## config.mk

```make
export PLATFORM = sky130hd
export DESIGN_NAME = outpath_seq
export DESIGN_NICKNAME = d
export VERILOG_FILES = /design/src/rtl/outpath_seq_pkg.sv /design/src/rtl/seq_fsm.sv /design/src/rtl/level_ramp.sv /design/src/rtl/sample_gate.sv /design/src/rtl/outpath_seq.sv
export SDC_FILE = /design/constraint.sdc
export NUM_CORES = 1
export LEC_CHECK = 0
export BUFFER_PORTS_ARGS = -buffer_cell sky130_fd_sc_hd__clkbuf_2
export CORE_MARGIN = 5
export CORE_UTILIZATION = 50
export DETAILED_ROUTE_END_ITERATION = 16
export GPL_ROUTABILITY_DRIVEN = 1
export PLACE_DENSITY = 0.81
export SLEW_MARGIN = 0
export SYNTH_ARGS = -nofsm -noshare
export SYNTH_HDL_FRONTEND = slang
export SYNTH_SLANG_ARGS = --single-unit
```

## constraint.sdc

```tcl
create_clock -name clk -period 1.64 [get_ports clk]
set_clock_uncertainty 0.2 [all_clocks]
set_input_delay 0.328 -clock clk [delete_from_list [all_inputs] [get_ports clk]]
set_output_delay 0.328 -clock clk [all_outputs]
set_load 0.01 [all_outputs]
```

## src/rtl/outpath_seq_pkg.sv

```systemverilog
package outpath_seq_pkg;
  typedef enum logic [1:0] {
    ST_PWRDN   = 2'd0,
    ST_RAMP_UP = 2'd1,
    ST_RUN     = 2'd2,
    ST_RAMP_DN = 2'd3
  } seq_state_e;
endpackage

```

## src/rtl/seq_fsm.sv

```systemverilog
module seq_fsm
  import outpath_seq_pkg::*;
(
  input  logic       clk,
  input  logic       rst_n,
  input  logic       clk_ok,
  input  logic       at_target,
  input  logic       at_zero,
  output seq_state_e state_q
);
  seq_state_e state_d;

  always_comb begin
    state_d = state_q;
    unique case (state_q)
      ST_PWRDN:   if (clk_ok) state_d = ST_RAMP_UP;
      ST_RAMP_UP: if (!clk_ok) state_d = ST_RAMP_DN;
                  else if (at_target) state_d = ST_RUN;
      ST_RUN:     if (!clk_ok) state_d = ST_RAMP_DN;
      ST_RAMP_DN: if (at_zero) state_d = ST_PWRDN;
      default:    state_d = ST_PWRDN;
    endcase
  end

  always_ff @(posedge clk or negedge rst_n) begin
    if (!rst_n) state_q <= ST_PWRDN;
    else        state_q <= state_d;
  end

  assert_hold_pwrdn_R2: assert property (@(posedge clk) disable iff (!rst_n)
    (state_q == ST_PWRDN && !clk_ok) |=> state_q == ST_PWRDN);
  assert_run_entry_R4: assert property (@(posedge clk) disable iff (!rst_n)
    (state_q == ST_PWRDN || state_q == ST_RAMP_DN) |=> state_q != ST_RUN);
  assert_clock_loss_R7: assert property (@(posedge clk) disable iff (!rst_n)
    ((state_q == ST_RUN || state_q == ST_RAMP_UP) && !clk_ok) |=> state_q == ST_RAMP_DN);
  assert_dn_completes_R8: assert property (@(posedge clk) disable iff (!rst_n)
    (state_q == ST_RAMP_DN && !at_zero) |=> state_q == ST_RAMP_DN);
endmodule

```

## src/rtl/level_ramp.sv

```systemverilog
module level_ramp
  import outpath_seq_pkg::*;
#(
  parameter int LW   = 16,
  parameter int STEP = 1
) (
  input  logic          clk,
  input  logic          rst_n,
  input  seq_state_e    state,
  input  logic          clk_ok,
  input  logic          tick,
  input  logic [LW-1:0] target,
  output logic [LW-1:0] level_q,
  output logic          at_target,
  output logic          at_zero
);
  localparam logic [LW:0]   STEP_W  = (LW+1)'(STEP);
  localparam logic [LW-1:0] STEP_LW = LW'(STEP);

  logic [LW:0]   up_sum;
  logic [LW-1:0] up_next;
  logic [LW-1:0] dn_next;

  always_comb begin
    up_sum  = {1'b0, level_q} + STEP_W;
    up_next = (up_sum >= {1'b0, target}) ? target : up_sum[LW-1:0];
    dn_next = (level_q > STEP_LW) ? (level_q - STEP_LW) : '0;
  end

  assign at_target = (level_q >= target);
  assign at_zero   = (level_q == '0);

  always_ff @(posedge clk or negedge rst_n) begin
    if (!rst_n) begin
      level_q <= '0;
    end else begin
      if (state == ST_PWRDN)                          level_q <= '0;
      else if (state == ST_RAMP_UP && clk_ok && tick) level_q <= up_next;
      else if (state == ST_RAMP_DN && tick)           level_q <= dn_next;
    end
  end

  assert_tick_paced_R3: assert property (@(posedge clk) disable iff (!rst_n)
    !tick |=> $stable(level_q));
  assert_dn_monotone_R7: assert property (@(posedge clk) disable iff (!rst_n)
    (state == ST_RAMP_DN) |=> level_q <= $past(level_q));
  assert_pwrdn_ground_R1: assert property (@(posedge clk) disable iff (!rst_n)
    (state == ST_PWRDN) |-> level_q == '0);
endmodule

```

## src/rtl/sample_gate.sv

```systemverilog
module sample_gate #(
  parameter int DW = 32
) (
  input  logic          pass_en,
  input  logic          s_valid,
  output logic          s_ready,
  input  logic [DW-1:0] s_data,
  output logic          m_valid,
  input  logic          m_ready,
  output logic [DW-1:0] m_data
);
  assign m_valid = s_valid;
  assign s_ready = m_ready;
  assign m_data  = pass_en ? s_data : '0;
endmodule

```

## src/rtl/outpath_seq.sv

```systemverilog
module outpath_seq
  import outpath_seq_pkg::*;
#(
  parameter int DW   = 32,
  parameter int LW   = 16,
  parameter int NPD  = 4,
  parameter int STEP = 1
) (
  input  logic          clk,
  input  logic          rst_n,
  input  logic          clk_ok,
  input  logic          frame_tick,
  input  logic [LW-1:0] cm_target,
  input  logic          s_valid,
  output logic          s_ready,
  input  logic [DW-1:0] s_data,
  output logic          m_valid,
  input  logic          m_ready,
  output logic [DW-1:0] m_data,
  output logic          clamp_en,
  output logic [NPD-1:0] pd_en,
  output logic [LW-1:0] level,
  output logic [1:0]    state_o
);
  logic [1:0] rst_pipe;
  logic       rst_q;
  seq_state_e state;
  logic       at_target;
  logic       at_zero;

  always_ff @(posedge clk or negedge rst_n) begin
    if (!rst_n) rst_pipe <= '0;
    else        rst_pipe <= {rst_pipe[0], 1'b1};
  end
  assign rst_q = rst_pipe[1];

  seq_fsm u_fsm (
    .clk(clk), .rst_n(rst_q), .clk_ok(clk_ok),
    .at_target(at_target), .at_zero(at_zero), .state_q(state)
  );

  level_ramp #(.LW(LW), .STEP(STEP)) u_ramp (
    .clk(clk), .rst_n(rst_q), .state(state), .clk_ok(clk_ok),
    .tick(frame_tick), .target(cm_target), .level_q(level),
    .at_target(at_target), .at_zero(at_zero)
  );

  sample_gate #(.DW(DW)) u_gate (
    .pass_en(state == ST_RUN), .s_valid(s_valid), .s_ready(s_ready),
    .s_data(s_data), .m_valid(m_valid), .m_ready(m_ready), .m_data(m_data)
  );

  assign clamp_en = (state == ST_PWRDN);
  assign state_o  = state;

  for (genvar i = 0; i < NPD; i++) begin : g_pd
    assign pd_en[i] = (state == ST_PWRDN);
  end

  assert_clamp_ground_R2: assert property (@(posedge clk) disable iff (!rst_q)
    clamp_en |-> (level == '0 && pd_en == '1));
  assert_mute_R5: assert property (@(posedge clk) disable iff (!rst_q)
    (state_o != 2'd2) |-> m_data == '0);
  assert_run_level_R4: assert property (@(posedge clk) disable iff (!rst_q)
    ($rose(state_o == 2'd2)) |-> (level >= $past(cm_target)));
endmodule

```

=== After elaboration in Yosys (flattened, before gate mapping) ===
Cells that the tools add are included.

* Add/subtract/negate cells: 2
* Magnitude comparators: 3
* Equality and inequality tests: 7
* Muxes and demuxes: 12
* Reduce and logical (&&, ||, !) cells: 7

{| class="wikitable"
|+ Operators with widths
! operator !! number
|-
| $mux W16 || 5
|-
| $mux W32 || 1
|-
| $add A16 B1 Y17 const B || 1
|-
| $ge A17 B16 Y1 || 1
|-
| $ge A16 B16 Y1 || 1
|-
| $gt A16 B1 Y1 const B || 1
|-
| $logic_not A16 Y1 || 1
|-
| $sub A16 B1 Y16 const B || 1
|-
| $mux W2 || 5
|-
| $pmux W2 S4 || 1
|-
| $ne A2 B2 Y1 const B || 3
|-
| $eq A2 B2 Y1 const B || 2
|-
| $reduce_and A4 Y1 || 1
|-
| $logic_and A1 B1 Y1 || 3
|-
| $ne A3 B3 Y1 const B || 1
|-
| $reduce_bool A3 Y1 || 1
|-
| $eq A2 B1 Y1 const B || 1
|-
| $logic_not A2 Y1 || 1
|}

* Register bits: 20
* Bits of input ports: 54

=== Logic depth before layout (Yosys ltp) ===
* Depth after elaboration: 5
* Mapped depth: 13
* Gate-level depth less buffers: 12

=== Hierarchy ===
From an unflattened synthesis, not the netlist that was laid out.

* Cells, all modules: 374
* Area total of the unflattened synthesis: 2994.1 um2

{| class="wikitable"
|+ By module, submodules not included
! module !! instances !! cells an instance !! area each (um2) !! seq. area each (um2)
|-
| level_ramp || 1 || 308 || 2428.6 || 400.4
|-
| sample_gate || 1 || 37 || 270.3 || 0.0
|-
| seq_fsm || 1 || 20 || 193.9 || 50.0
|-
| outpath_seq || 1 || 9 || 101.3 || 50.0
|}

=== Worst setup path before layout ===
Ideal clock, no wire load.

* Path type: register -> register
* From: register u_ramp.level_q[0]
* To: register u_ramp.level_q[12]
* Arrival time: 3039 ps
* Data required time: 1373 ps
* Slack: -1665 ps
* Cell stages (with the launch flop): 13
* Period minus slack after synthesis: 3305 ps
* Path through: dfrtp_1 -> ha_1 -> nand4_4 -> nor3_4 -> nand3_1 -> xnor2_1 -> ha_1 -> nand3_1 -> a2111o_1 -> and3_4 -> buf_6 -> or4_1 -> nand3_2

* Cells in the longest elaborated chain, start to end: 5
* Elaborated cells on any way between the ends: 9
* Those cells by class: 2 x add/sub; 2 x order compare; 5 x mux

{| class="wikitable"
|+ Ends and longest elaborated chain
! item !! RTL line !! text
|-
| start: declaration || level_ramp.sv:13 || <nowiki>output logic [LW-1:0] level_q,</nowiki>
|-
| start signal: assignment || level_ramp.sv:38 || <nowiki>else if (state == ST_RAMP_UP && clk_ok && tick) level_q <= up_next;</nowiki>
|-
| start signal: assignment || level_ramp.sv:39 || <nowiki>else if (state == ST_RAMP_DN && tick) level_q <= dn_next;</nowiki>
|-
| $add A16 B1 Y17, or another cell as far along || level_ramp.sv:25 || <nowiki>up_sum = {1'b0, level_q} + STEP_W;</nowiki>
|-
| $ge A17 B16 Y1 or $mux W16 (tied branches) || level_ramp.sv:26, level_ramp.sv:27 ||
|-
| $mux W16 (on tied branches) || level_ramp.sv:26, level_ramp.sv:39 ||
|-
| $mux W16 * || level_ramp.sv:38 ||
|-
| $mux W16 * || level_ramp.sv:37 || <nowiki>if (state == ST_PWRDN) level_q <= '0;</nowiki>
|}

Every way passes the cells marked *; elsewhere a longest branch is shown, timed or not. The select of a mux whose other input is x is not followed.
A chain may end at the register's enable or synchronous reset.

=== Final worst setup path ===
* From: register u_ramp.level_q[0]
* To: register u_ramp.level_q[14]

Same word-level chain as after synthesis.

==> results.py <==
metrics = {
    "die": {
        "die_y_um": 86.8,
        "io_pins": 111,
        "core_sq_mm": 0.00582,
        "die_w_um": 86.8,
        "floorplan.die_area_sq_mm": 0.00753,
        "rows": 28,
        "start_util": 0.507,
    },
    "critical_path": {
        "critical-path-max-stage-delay_ps": 500,
        "endpoint_kind": "register",
        "crit_type": "register to register",
        "ff2ff_path_depth": 13,
        "crit_fanout": 7,
        "r2r-start": "u_ramp.level_q[0]",
        "r2r-end": "u_ramp.level_q[14]",
        "crit_chain": "ha_4 -> nand4_4 -> nor3_4 -> nand3_2 -> xnor2_2 -> ha_4 -> a21oi_1 -> nor2b_1 -> a311oi_2 -> buf_4 -> and3_4 -> mux2i_1 -> o211ai_1",
        "cp-start-kind": "register",
        "slowest_stage": "o211ai_1",
        "cpMostUsedCell": "ha_4",
        "required_ps": 1560,
        "critPathArrivalTime_ps": 3440,
        "r2r_slack_ps": -1880,
    },
    "pwr": {
        "p_clk_frac": 0.049,
        "power.leakage_nw": 2.53,
        "power.internal_w": 0.00446,
        "finalPower_w": 0.00883,
        "combPwrFrac": 0.848,
        "p_sw_w": 0.00437,
        "p_seq_frac": 0.102,
        "vdd.ir_drop.worst_mv": 0.987,
        "power_density_mw_per_mm2": 1770,
        "p_sw_frac": 0.495,
    },
    "cts": {
        "cts.sinks": 20,
        "cts_tree": "yes",
        "cts_buffer_depth": 2,
        "path_clk_slew_ps": 100,
        "cts-root-buf": "clkbuf_8",
        "cts_buffers": 3,
        "cts_htree_levels": 1,
        "clock_latency_ps": 280,
    },
    "global_route": {
        "grt_antenna_before_repair": 3,
        "overflow": 0,
        "grt_use_total": 0.325,
        "grt_pass1_vias": 3888,
        "grt_pass1_wl_mm": 19.2,
        "grt_max_degree": 13,
    },
    "route": {
        "vias": 4324,
        "drt_pass1_iterations": 7,
        "antenna_left": 0,
        "wire_per_inst_um": 24.8,
        "drt_iter0_drc": 885,
        "vias_per_cell": 6.61,
        "wl_mm": 16.2,
        "drc": 0,
    },
    "yosys": {
        "ys_types": 61,
        "ys_seq_area_frac": 0.170,
        "ys_ff_latch": 20,
        "synthMuxAreaShare": 0.0238,
        "synth-edff-count": 0,
        "synth_compound_area_frac": 0.218,
        "synth_ff_type": "dfrtp_1",
        "syn_nets": 465,
        "synth_area_leader_cell": "dfrtp_1",
        "syn-cell-area_sq_mm": 0.00295,
        "ys_async_sr_fraction": 1.00,
        "synth_xor_area_frac": 0.0416,
        "synth_top_family_by_area": "simple AND/OR/NAND/NOR gates",
        "yosysWarnings": 0,
        "synth.avg_cell_area_sq_um": 7.95,
        "synth_area_leaders": "dfrtp_1 17%, ha_1 17%, and2_1 7.2%",
        "synth_top_area_share": 0.170,
        "syn-instance-count": 371,
        "synth-simple-area-share": 0.282,
        "synthAdderAreaFrac": 0.170,
    },
    "final_layout": {
        "nFillCells": 264,
        "multiInputGateArea_sq_mm": 0.00248,
        "fin_nets": 674,
        "insertedDiodeCount": 0,
        "seqCellArea_sq_um": 512,
        "drive_gt1_frac": 0.544,
        "utilization": 0.858,
        "area_delta_synth_final_pct": 69.2,
    },
    "sta": {
        "final-setup-viol-count": 57,
        "timing.final.ws_setup_ps": -1880,
        "slew_headroom": 0.604,
        "worst_pin_slew_ps": 591,
        "finalCritPeriodShare": 2.15,
        "hold_viol": 0,
        "maxSlewViolCount": 0,
        "finalCriticalPeriod_ps": 3520,
        "rsz0062_at_grt": "true",
        "max_freq_mhz": 284,
    },
    "placement": {
        "gp_congestion": 0.984,
        "dp_slack_ps": -1530,
        "io_buffer_count": 106,
        "dpl.hpwl_mm": 9.28,
    },
    "job": {
        "cap_viol_max_count": 0,
    },
    "outcome": {
        "status": "complete, but fails checks",
        "violations": "negative setup slack",
    },
    "hold_path": {
        "hp-class": "register to async pin",
    },
}
-- cells in the mapped netlist (4+ instances only) --
cell type	instances
mux2i_1	7
buf_2	5
inv_1	24
xnor2_1	8
nand2_1	21
nor2_1	22
nand3_1	16
ha_1	40
clkbuf_1	10
nand4_1	7
a211oi_1	8
buf_6	5
o22ai_1	4
and2_1	34
or4_1	5
dfrtp_1	20
xor2_1	6
a221oi_1	4
a21oi_1	23
buf_4	9
nor3_1	11
nor4_1	6
o21ai_0	14
-- worst max-delay path by stage --
stage / from / slack (ps) / cells after the start / end
floorplan: u_ramp.level_q[0] / -1340 / 12 / u_ramp.level_q[12]
global placement: u_ramp.level_q[0] / -1380 / 10 / u_ramp.level_q[11]
detailed placement: u_ramp.level_q[5] / -1530 / 11 / u_ramp.level_q[7]
CTS: u_ramp.level_q[1] / -1440 / 11 / u_ramp.level_q[13]
global route: u_ramp.level_q[0] / -1980 / 13 / u_ramp.level_q[14]
finish: u_ramp.level_q[0] / -1880 / 13 / u_ramp.level_q[14]
-- layout make-up --
type                            instances  share of cell area
Sequential cell                        20               0.103
Clock buffer                            4              0.0110
Multi-Input combinational cell        299               0.497
Inverter                               24              0.0196
Timing Repair Buffer                  232               0.351
Tap cell                               75              0.0188
-- state kept, by name, summed over array words and instances, names as in the netlist --
register and count:
u_ramp.level_q 16, u_fsm.state_q 2, rst_pipe 2
-- power by group through the flow --
stage | registers [W] | logic, W | clock network, W
global route | 0.000912 | 0.00787 | 0.000449
finish | 0.000905 | 0.00749 | 0.000437
CTS | 0.000872 | 0.00616 | 0.000427
floorplan | 0.00104 | 0.00308 | 0
global placement | 0.000858 | 0.00538 | 0
detailed placement | 0.000874 | 0.00554 | 0
-- layout by cell type, fill, tap and decap left out, types with 10 or more instances in the layout --
cell type / n
a21oi_1: 21
dfrtp_1: 11
o21ai_0: 11
buf_6: 36
buf_4: 108
inv_1: 22
and2_1: 10
nor2_1: 22
nor3_1: 10
buf_2: 11
clkbuf_2: 69
ha_1: 35
nand2_1: 20
and2_4: 25
nand3_1: 10
-- cells by family (layout without fill, tap and decap cells) --
family / count (synthesis) / after routing
simple gates: 145 / 146
mux: 7 / 7
fa+ha+maj: 40 / 40
xor+xnor: 14 / 14
other cells: 1 / 1
buf+inv: 53 / 260
compound gates: 91 / 91
flops: 20 / 20
-- routing by layer --
metal	GRT usage	wire length, um	part of all wire	vias up
met1	0.358	5100	0.31	1914
met5	0	60	0.0037	-
li1	-	-	-	1770
met4	0.220	1650	0.10	4
met3	0.0618	2420	0.15	191
met2	0.560	6990	0.43	445
-- metrics by stage --
stage	setup TNS, ps	hold WS (ps)	cells	cell area (sq um)
finish	-43750	21.1	654	4990
global route	-47470	36.0	654	4990
CTS	-39350	22.1	648	4610
detailed placement	-32020	-84.7	631	4260
global placement	-28860	-84.7	631	4260
floorplan	-20280	-168	371	3030
-- worst max-delay path: cells and delay by family, from the launching register on --
| family | cells | cell delay, ps |
|---|---|---|
| DFF | 1 | 410 |
| xor gates and xnor gates | 1 | 220 |
| and+or+nand+nor | 5 | 940 |
| buffers and inverters | 1 | 190 |
| AOI/OAI and AO/OA | 3 | 860 |
| muxes | 1 | 110 |
| adders and majority gates | 2 | 420 |
-- timing repair --
action / CTS / global route
resized for setup: 36 / 118
buffers inserted: 7 / 10
gates cloned: 4 / 0
hold endpoints to repair: 10 / 0
pin swaps: 19 / 20
endpoints found under the setup margin: 55 / 56
hold buffers: 2 / 0
(Power assumes the default switching activity.)
